[src/rtl/ep_arb_pkg.sv]
// Package ep_arb_pkg
// Shared constants and the direction encoding for the endpoint interrupt
// source arbiter. Assumes slot counts are powers of two up to 16.
package ep_arb_pkg;
    localparam int unsigned DEF_SLOTS = 16;

    // Direction of the winning slot's pending transaction.
    typedef enum logic {
        DIR_IN  = 1'b0,   // only transmit-complete pending
        DIR_OUT = 1'b1    // receive-complete pending (possibly both)
    } dir_e;
endpackage

[src/rtl/ep_arb_pick.sv]
// Module ep_arb_pick
// Finds the lowest set bit of a request vector and reports its index.
// Assumes N >= 2. When no bit is set, found is 0 and idx is 0.
module ep_arb_pick #(
    parameter int unsigned N = 16,
    localparam int unsigned IW = $clog2(N)
) (
    input  logic [N-1:0]  req,
    output logic          found,
    output logic [IW-1:0] idx
);
    // Scan from the top so the lowest set index is written last.
    always_comb begin
        idx = '0;
        for (int i = N - 1; i >= 0; i--) begin
            if (req[i]) begin
                idx = IW'(i);
            end
        end
    end

    // Any request present.
    assign found = |req;
endmodule

[src/rtl/ep_arb_lpm_bit.sv]
// Module ep_arb_lpm_bit
// Low-power-request status bit. Hardware sets it; software may clear it
// by writing 0; writing 1 has no effect. A hardware set and a clearing
// write at the same edge leave the bit set so no request is lost.
module ep_arb_lpm_bit (
    input  logic clk,
    input  logic rst_n,
    input  logic set_i,
    input  logic wr_i,
    input  logic wdata_i,
    output logic q
);
    // Hold, set, or clear the status bit; set has precedence.
    always_ff @(posedge clk) begin
        if (!rst_n) begin
            q <= 1'b0;
        end else if (set_i) begin
            q <= 1'b1;
        end else if (wr_i && !wdata_i) begin
            q <= 1'b0;
        end
    end
endmodule

[src/rtl/ep_arb_out_reg.sv]
// Module ep_arb_out_reg
// Output register stage for the selection result. Assumes the combined
// selection is already forced to zero when nothing is pending.
module ep_arb_out_reg #(
    parameter int unsigned IW = 4
) (
    input  logic              clk,
    input  logic              rst_n,
    input  logic [IW-1:0]     id_d,
    input  ep_arb_pkg::dir_e  dir_d,
    input  logic              irq_d,
    output logic [IW-1:0]     id_q,
    output ep_arb_pkg::dir_e  dir_q,
    output logic              irq_q
);
    // Capture the winner, its direction and the summary each cycle.
    always_ff @(posedge clk) begin
        if (!rst_n) begin
            id_q  <= '0;
            dir_q <= ep_arb_pkg::DIR_IN;
            irq_q <= 1'b0;
        end else begin
            id_q  <= id_d;
            dir_q <= dir_d;
            irq_q <= irq_d;
        end
    end
endmodule

[src/rtl/ep_irq_arbiter.sv]
// Module ep_irq_arbiter
// Selects the next slot to service from per-slot completion flags using a
// two-tier priority (class bit set first, then the rest; lowest index wins
// within a tier), registers the winner's index and direction, and drives a
// summary interrupt. Also holds the low-power-request status bit.
// Assumes flags are synchronous to clk and owned by the endpoint logic.
module ep_irq_arbiter #(
    parameter int unsigned NUM_SLOTS = ep_arb_pkg::DEF_SLOTS,
    localparam int unsigned ID_W = $clog2(NUM_SLOTS)
) (
    input  logic                 clk,
    input  logic                 rst_n,
    input  logic [NUM_SLOTS-1:0] rx_done,
    input  logic [NUM_SLOTS-1:0] tx_done,
    input  logic [NUM_SLOTS-1:0] prio_type,
    input  logic                 lpm_accept,
    input  logic                 lpm_wr,
    input  logic                 lpm_wdata,
    output logic [ID_W-1:0]      win_id,
    output logic                 win_dir,
    output logic                 irq,
    output logic                 lpm_req
);
    logic [NUM_SLOTS-1:0] pend;
    logic [NUM_SLOTS-1:0] hi_req;
    logic [NUM_SLOTS-1:0] lo_req;
    logic                 hi_found;
    logic                 lo_found;
    logic [ID_W-1:0]      hi_idx;
    logic [ID_W-1:0]      lo_idx;
    logic [ID_W-1:0]      sel_id;
    ep_arb_pkg::dir_e     sel_dir;
    ep_arb_pkg::dir_e     dir_q;

    // Per-slot pending and tier split.
    for (genvar g = 0; g < NUM_SLOTS; g++) begin : g_slot
        assign pend[g]   = rx_done[g] | tx_done[g];
        assign hi_req[g] = pend[g] & prio_type[g];
        assign lo_req[g] = pend[g] & ~prio_type[g];
    end

    ep_arb_pick #(.N(NUM_SLOTS)) u_pick_hi (
        .req   (hi_req),
        .found (hi_found),
        .idx   (hi_idx)
    );

    ep_arb_pick #(.N(NUM_SLOTS)) u_pick_lo (
        .req   (lo_req),
        .found (lo_found),
        .idx   (lo_idx)
    );

    // Merge the tiers and derive the winner's direction.
    always_comb begin
        sel_id  = '0;
        sel_dir = ep_arb_pkg::DIR_IN;
        if (hi_found) begin
            sel_id = hi_idx;
        end else if (lo_found) begin
            sel_id = lo_idx;
        end
        if ((hi_found || lo_found) && rx_done[sel_id]) begin
            sel_dir = ep_arb_pkg::DIR_OUT;
        end
    end

    ep_arb_out_reg #(.IW(ID_W)) u_out (
        .clk   (clk),
        .rst_n (rst_n),
        .id_d  (sel_id),
        .dir_d (sel_dir),
        .irq_d (hi_found | lo_found),
        .id_q  (win_id),
        .dir_q (dir_q),
        .irq_q (irq)
    );

    assign win_dir = (dir_q == ep_arb_pkg::DIR_OUT);

    ep_arb_lpm_bit u_lpm (
        .clk     (clk),
        .rst_n   (rst_n),
        .set_i   (lpm_accept),
        .wr_i    (lpm_wr),
        .wdata_i (lpm_wdata),
        .q       (lpm_req)
    );
endmodule

[config.mk]
export PLATFORM = sky130hd
export DESIGN_NAME = ep_irq_arbiter
export DESIGN_NICKNAME = d
export VERILOG_FILES = /design/src/rtl/ep_arb_pkg.sv /design/src/rtl/ep_arb_pick.sv /design/src/rtl/ep_arb_lpm_bit.sv /design/src/rtl/ep_arb_out_reg.sv /design/src/rtl/ep_irq_arbiter.sv
export SDC_FILE = /design/constraint.sdc
export NUM_CORES = 1
export LEC_CHECK = 0
export ABC_CLOCK_PERIOD_IN_PS = 6600
export BUFFER_PORTS_ARGS = -buffer_cell sky130_fd_sc_hd__buf_2
export CAP_MARGIN = 15
export CORE_MARGIN = 3
export CORE_UTILIZATION = 48
export DETAILED_ROUTE_END_ITERATION = 7
export PLACE_DENSITY = 0.85
export SYNTH_ARGS = -nofsm -noshare
export SYNTH_HDL_FRONTEND = slang
export SYNTH_SLANG_ARGS = --single-unit
[constraint.sdc]
create_clock -name clk -period 6.6 [get_ports clk]
set_input_delay 1.32 -clock clk [delete_from_list [all_inputs] [get_ports clk]]
set_output_delay 1.32 -clock clk [all_outputs]
set_load 0.01 [all_outputs]
==> reports/summary.txt, run 1 <==
GRT overflow -> 0
Max Fclk -> 0.276 GHz
die area -> 2890 µm²
die height -> 53.7 µm
Slew Viols, Final -> 0
vias in the first global route -> 1317
post-placement cell area -> 1410 µm²
commonest non-fill, non-tap cells in the layout -> 59 x buf_2, 17 x o211ai_1, 12 x o21bai_1
Synth area leaders -> dfxtp_1 13%, o211ai_1 12%, o21bai_1 8.2%, o21ai_0 4.1%, o21ai_1 4.1%
storage element area -> 140 µm²
Clock Skew -> 0 ps
largest fanout on the critical path -> 9
clock period minus worst slack -> 3620 ps
dpl ws -> 2700 ps
Post-Synth Adder-Cell Area -> 0%
drt pass-1 iters -> 4
Crit-path slowest cell -> nor4b_4
final setup vio count -> 0
post-route setup TNS -> 0 ps
Longest Clk Path Bufs -> 2
routability cong. -> 0.967
fill cell count -> 180
remaining routing DRC violations -> 0
number of H-tree levels -> 1
layout cells sized above 1 -> 36.9%
initial antenna violation count -> 0
DRT iter0 DRCs -> 56
Sink Count -> 7
insertion delay to the later sink of the worst-skew pair -> 260 ps
Post-Syn Instances -> 144
compound-gate portion of the synthesized area -> 55.5%
CP max stage delay -> 430 ps
largest net degree at the start of global routing -> 10
Yosys cell types -> 41
Post-CTS Hold Buffers -> 0
commonest non-fill, non-tap cell in the layout -> buf_2
post-synth top area share -> 12.8%
CP Capture Type -> flip-flop
num rows -> 16
critical path, cell by cell -> buf_2, o21ai_1, nand4_1, nor4_4, nor4b_4, o21a_1, mux2_4, o211ai_2, nor4_2
XOR/XNOR share of the synthesized area -> 0%
IO buf count -> 59
initial core utilization -> 53.0%
CP Buf/Inv Count -> 1
core area -> 2060 µm²
Routed Antenna Nets -> 0
Post-synth EDFFs -> 0
delay-heaviest family, CP -> simple AND/OR/NAND/NOR gates
fin crit share -> 54.9%
# resized after CTS -> 0
critical path class -> input pin to flip-flop
vias -> 1456
Avg WL per Cell -> 15.6 µm
cell taking the most area after synthesis -> dfxtp_1
global-route wire length before repair -> 5560 µm
worst path required time -> 6740 ps
design area -> 1440 µm²
final WL -> 3630 µm
via/cell ratio -> 6.25
RSZ-0062 raised after global routing -> no
Clock transition at path regs -> 50 ps
status -> complete, no violations
Total GRT Usage -> 26.2%
CTS tree -> yes
Main synth FF type -> dfxtp_1
footprint of the multi-input gates -> 905 µm²
syn nets -> 197
Final HPWL DP -> 3150 µm
die width -> 53.7 µm
Final WS setup -> 2980 ps
maximum vdd drop -> 0.105 mV
Layout area overhead -> 31.5%
Post-CTS Setup Inserts -> 0
synthesized-area fraction occupied by and/or/nand/nor cells -> 25.9%
Synth Cell Area -> 1090 µm²
Hold WC Path Type -> flip-flop to flip-flop
flops & latches, synth -> 7
syn avg cell area -> 7.59 µm²
register area share after synthesis -> 12.8%
Post-synth ARST share -> 0%
Top Ports -> 60
Setup crit start kind -> input pin
Final Hold Fails -> 0
root buffer cell -> clkbuf_4
Yosys Warn Count -> 0
main combinational cell family by area after synthesis -> compound AO/OA/AOI/OAI gates
Num CTS Buffers -> 3
mux share of post-synthesis cell area -> 1.37%
nets@finish -> 260
pwr dens -> 121 nW/µm²
Max-cap violations -> 0
Leak -> 0.643 nW
crit path DAT -> 3760 ps
Tightest Pin Transition -> 630 ps
Slew HR -> 58.0%
Diodes inserted -> 0
==> worst register-to-register path: stages (launching register included) <==
cell     delay [ps]
dfxtp_1         310
a21oi_1         120
nor2_1           50
==> area by class of cell <==
| class | instances | area share [%] |
|---|---|---|
| Tap cell | 27 | 2.35 |
| Multi-Input combinational cell | 126 | 62.9 |
| Clock buffer | 4 | 1.83 |
| Timing Repair Buffer | 59 | 20.5 |
| Inverter | 10 | 2.61 |
| Sequential cell | 7 | 9.75 |
==> registers in the layout, summed over array words and instances, names as in the netlist <==
| name | flops |
|---|---|
| u_lpm.q | 1 |
| u_out.dir_q | 1 |
| u_out.id_q | 4 |
| u_out.irq_q | 1 |
==> through the flow <==
step	power [W]	hold WS, ps	cells	util, %
6_report	0.000174	512	233	69.7
5_1_grt	0.000185	545	233	69.7
4_1_cts	0.000173	516	233	69.7
3_5_place_dp	0.000134	502	229	68.4
3_3_place_gp	0.000131	456	229	68.4
2_1_floorplan	0.000101	521	144	-
==> final timing paths <==
| check | endpoint | cells after the start | start | slack, ps |
|---|---|---|---|---|
| setup / recovery | u_out.dir_q | 9 | rx_done[11] | 2980 |
| hold / removal | u_lpm.q | 2 | u_lpm.q | 510 |
| setup reg to reg | u_lpm.q | 2 | u_lpm.q | 6010 |
| hold reg to reg | u_lpm.q | 2 | u_lpm.q | 510 |
==> synth_stat cells, types with 3 or more instances <==
| master | count |
|---|---|
| o2111ai_1 | 3 |
| nor2_1 | 8 |
| o21a_1 | 4 |
| o21ai_1 | 9 |
| a21oi_1 | 4 |
| o211ai_1 | 17 |
| nand2_1 | 10 |
| o21bai_1 | 12 |
| a211oi_1 | 3 |
| and2_1 | 3 |
| nand4_1 | 6 |
| o21ai_0 | 9 |
| inv_1 | 10 |
| o21ba_2 | 4 |
| dfxtp_1 | 7 |
==> where the power goes <==
part | leakage (nW) | internal [W] | total [W] | switching, W
sequential | 0.0579 | 0.0000451 | 0.0000457 | 0.000000606
clock | 0.0150 | 0.0000231 | 0.0000396 | 0.0000165
combinational | 0.570 | 0.0000387 | 0.0000888 | 0.0000501
==> per-layer routing <==
metal	GRT usage, %	vias to the layer above	wire (µm)
met4	10.6	0	97
met5	0	-	0
met3	5.54	15	344
met2	44.8	82	1680
li1	-	711	-
met1	31.6	648	1510
==> cell families after synthesis <==
logic type | after synthesis
simple gates | 42
mux | 1
flops | 7
compound gates | 83
buf+inv | 11
No activity file was read; power rests on OpenSTA's default activity.
==> run 2: changes to the inputs <==
Settings changed: ABC_AREA set to 1, ABC_CLOCK_PERIOD_IN_PS 6600 to 3400, CORE_UTILIZATION 48 to 46, PLACE_DENSITY 0.85 to 0.81.
Clock period 6.6 ns to 3.4 ns, I/O delays scaled along.
==> run 2 against run 1 <==
Net effect:
- die area increased by 12%
- clock-buffer cell count unchanged
- final cell count increased by 38%
- design area increased by 7.8%
- area after synthesis increased by 9.2%
- total power increased by 95%
- core utilization decreased by 3.5 points
- first-iteration DRC count decreased by 7.1%
- synthesized cell count increased by 60%
- worst hold slack got worse by 6.6 ps
- critical path type unchanged
==> reports/summary.txt, run 2 <==
status -> complete, no violations
# resized after CTS -> 0
Total GRT Usage -> 19.3%
Clock transition at path regs -> 50 ps
Hold WC Path Type -> flip-flop to flip-flop
Post-CTS Setup Inserts -> 0
critical path class -> input pin to flip-flop
Leak -> 1.02 nW
Slew Viols, Final -> 0
final setup vio count -> 0
Yosys Warn Count -> 0
Largest Register -> u_out.id_q
Yosys cell types -> 27
register area share after synthesis -> 11.7%
commonest non-fill, non-tap cells in the layout -> 64 x inv_1, 59 x buf_2, 52 x nand2_1
Longest Clk Path Bufs -> 2
root buffer cell -> clkbuf_4
clock period minus worst slack -> 2290 ps
Clock Skew -> 0 ps
maximum vdd drop -> 0.195 mV
Diodes inserted -> 0
layout cells sized above 1 -> 31.0%
largest net degree at the start of global routing -> 10
storage element area -> 140 µm²
fin crit share -> 67.2%
Slew HR -> 74.0%
post-synth top area share -> 20.1%
Post-Syn Instances -> 231
syn nets -> 284
cell taking the most area after synthesis -> inv_1
Max-cap violations -> 0
Post-synth ARST share -> 0%
drt pass-1 iters -> 4
most numerous cell in the Yosys netlist -> inv_1
syn avg cell area -> 5.17 µm²
post-route setup TNS -> 0 ps
Num CTS Buffers -> 3
DRT iter0 DRCs -> 52
die height -> 56.9 µm
Tightest Pin Transition -> 386 ps
fill cell count -> 255
Final HPWL DP -> 2650 µm
Routed Antenna Nets -> 0
post-placement cell area -> 1520 µm²
design area -> 1550 µm²
Final Hold Fails -> 0
die area -> 3240 µm²
routability cong. -> 0.871
Setup crit start kind -> input pin
number of H-tree levels -> 1
RSZ-0062 raised after global routing -> no
Main synth FF type -> dfxtp_1
commonest non-fill, non-tap cell in the layout -> inv_1
flops & latches, synth -> 7
Sink Count -> 7
Pwr Total -> 0.000340 W
placed insts -> 318
Synth top cells by count -> 64 x inv_1, 52 x nand2_1, 26 x a21oi_1
final std cells w/o fill -> 322
initial antenna violation count -> 0
Synth Cell Area -> 1190 µm²
global-route wire length before repair -> 5250 µm
initial core utilization -> 51.0%
final WL -> 3040 µm
footprint of the multi-input gates -> 781 µm²
vias in the first global route -> 1357
max reg flops -> 4
largest fanout on the critical path -> 9
die width -> 56.9 µm
Top Ports -> 60
GRT overflow -> 0
via/cell ratio -> 4.63
CTS tree -> yes
Max Fclk -> 0.437 GHz
num rows -> 17
Avg WL per Cell -> 9.43 µm
Post-CTS Hold Buffers -> 0
pwr dens -> 219 nW/µm²
worst path required time -> 3540 ps
core area -> 2340 µm²
IO buf count -> 59
crit path DAT -> 2420 ps
Layout area overhead -> 29.9%
CP Capture Type -> flip-flop
Post-synth EDFFs -> 0
nets@finish -> 348
Synth area leaders -> inv_1 20%, nand2_1 16%, dfxtp_1 12%, a21oi_1 11%, nand3_1 8.8%
remaining routing DRC violations -> 0
insertion delay to the later sink of the worst-skew pair -> 250 ps
vias -> 1491
## run 2: layout make-up
class                           instances  share of cell area (%)
Sequential cell                         7                    9.04
Timing Repair Buffer                   59                    19.0
Inverter                               72                    17.6
Multi-Input combinational cell        152                    50.4
Tap cell                               28                    2.26
Clock buffer                            4                    1.69
## run 2: through the flow
stage               hold WS (ps)  setup slack, ps  utilization (%)
floorplan                    494             1240                -
global placement             467              937             65.1
detailed placement           502              903             65.1
CTS                          510             1110             66.3
global route                 544              894             66.3
finish                       505             1110             66.3
## run 2: cells by family after synthesis
| kind of cell | after synthesis | share of synthesized area (%) |
|---|---|---|
| flops | 7 | 11.7 |
| simple gates | 110 | 43.6 |
| buf+inv | 72 | 22.9 |
| compound gates | 42 | 21.8 |
## run 2: metal layers
metal / vias up / wire length, µm / track usage (%)
met1: 624 / 1360 / 25.2
met5: - / 0 / 0
met3: 3 / 218 / 1.58
met4: 0 / 15 / 3.97
met2: 44 / 1440 / 34.6
li1: 820 / - / -
## run 2: critical path, cell delays in order
cell and delay [ps]:
buf_2 110, nor2_4 140, nor2_1 50, nand2_1 50, nand2_1 40, nand2_1 50, nand2_1 50, nand2_1 50
nand2_1 40, nand2_1 50, nand2_1 40, nand2_1 70, nand2_1 50, nand2_1 60, nand2_1 60, nand2_1 70
nand2_2 60, nand2_4 120, nand2_8 90, nand2_1 70, nand2_1 40, a21oi_1 120, nor2_1 60, nor2_1 120
nor2_1 60
## run 2: path summary, 6_finish.rpt
check	from	endpoint	slack, ps	cells past startpoint
worst max-delay path	tx_done[15]	u_out.dir_q	1110	25
worst min-delay path	u_lpm.q	u_lpm.q	510	2
worst max register to register	u_lpm.q	u_lpm.q	2790	2
worst min register to register	u_lpm.q	u_lpm.q	510	2
## run 2: power breakdown
| group | internal, W | total, W | switching [W] |
|---|---|---|---|
| clock network | 0.0000446 | 0.0000731 | 0.0000285 |
| logic | 0.0000720 | 0.000178 | 0.000106 |
| registers | 0.0000875 | 0.0000889 | 0.00000138 |
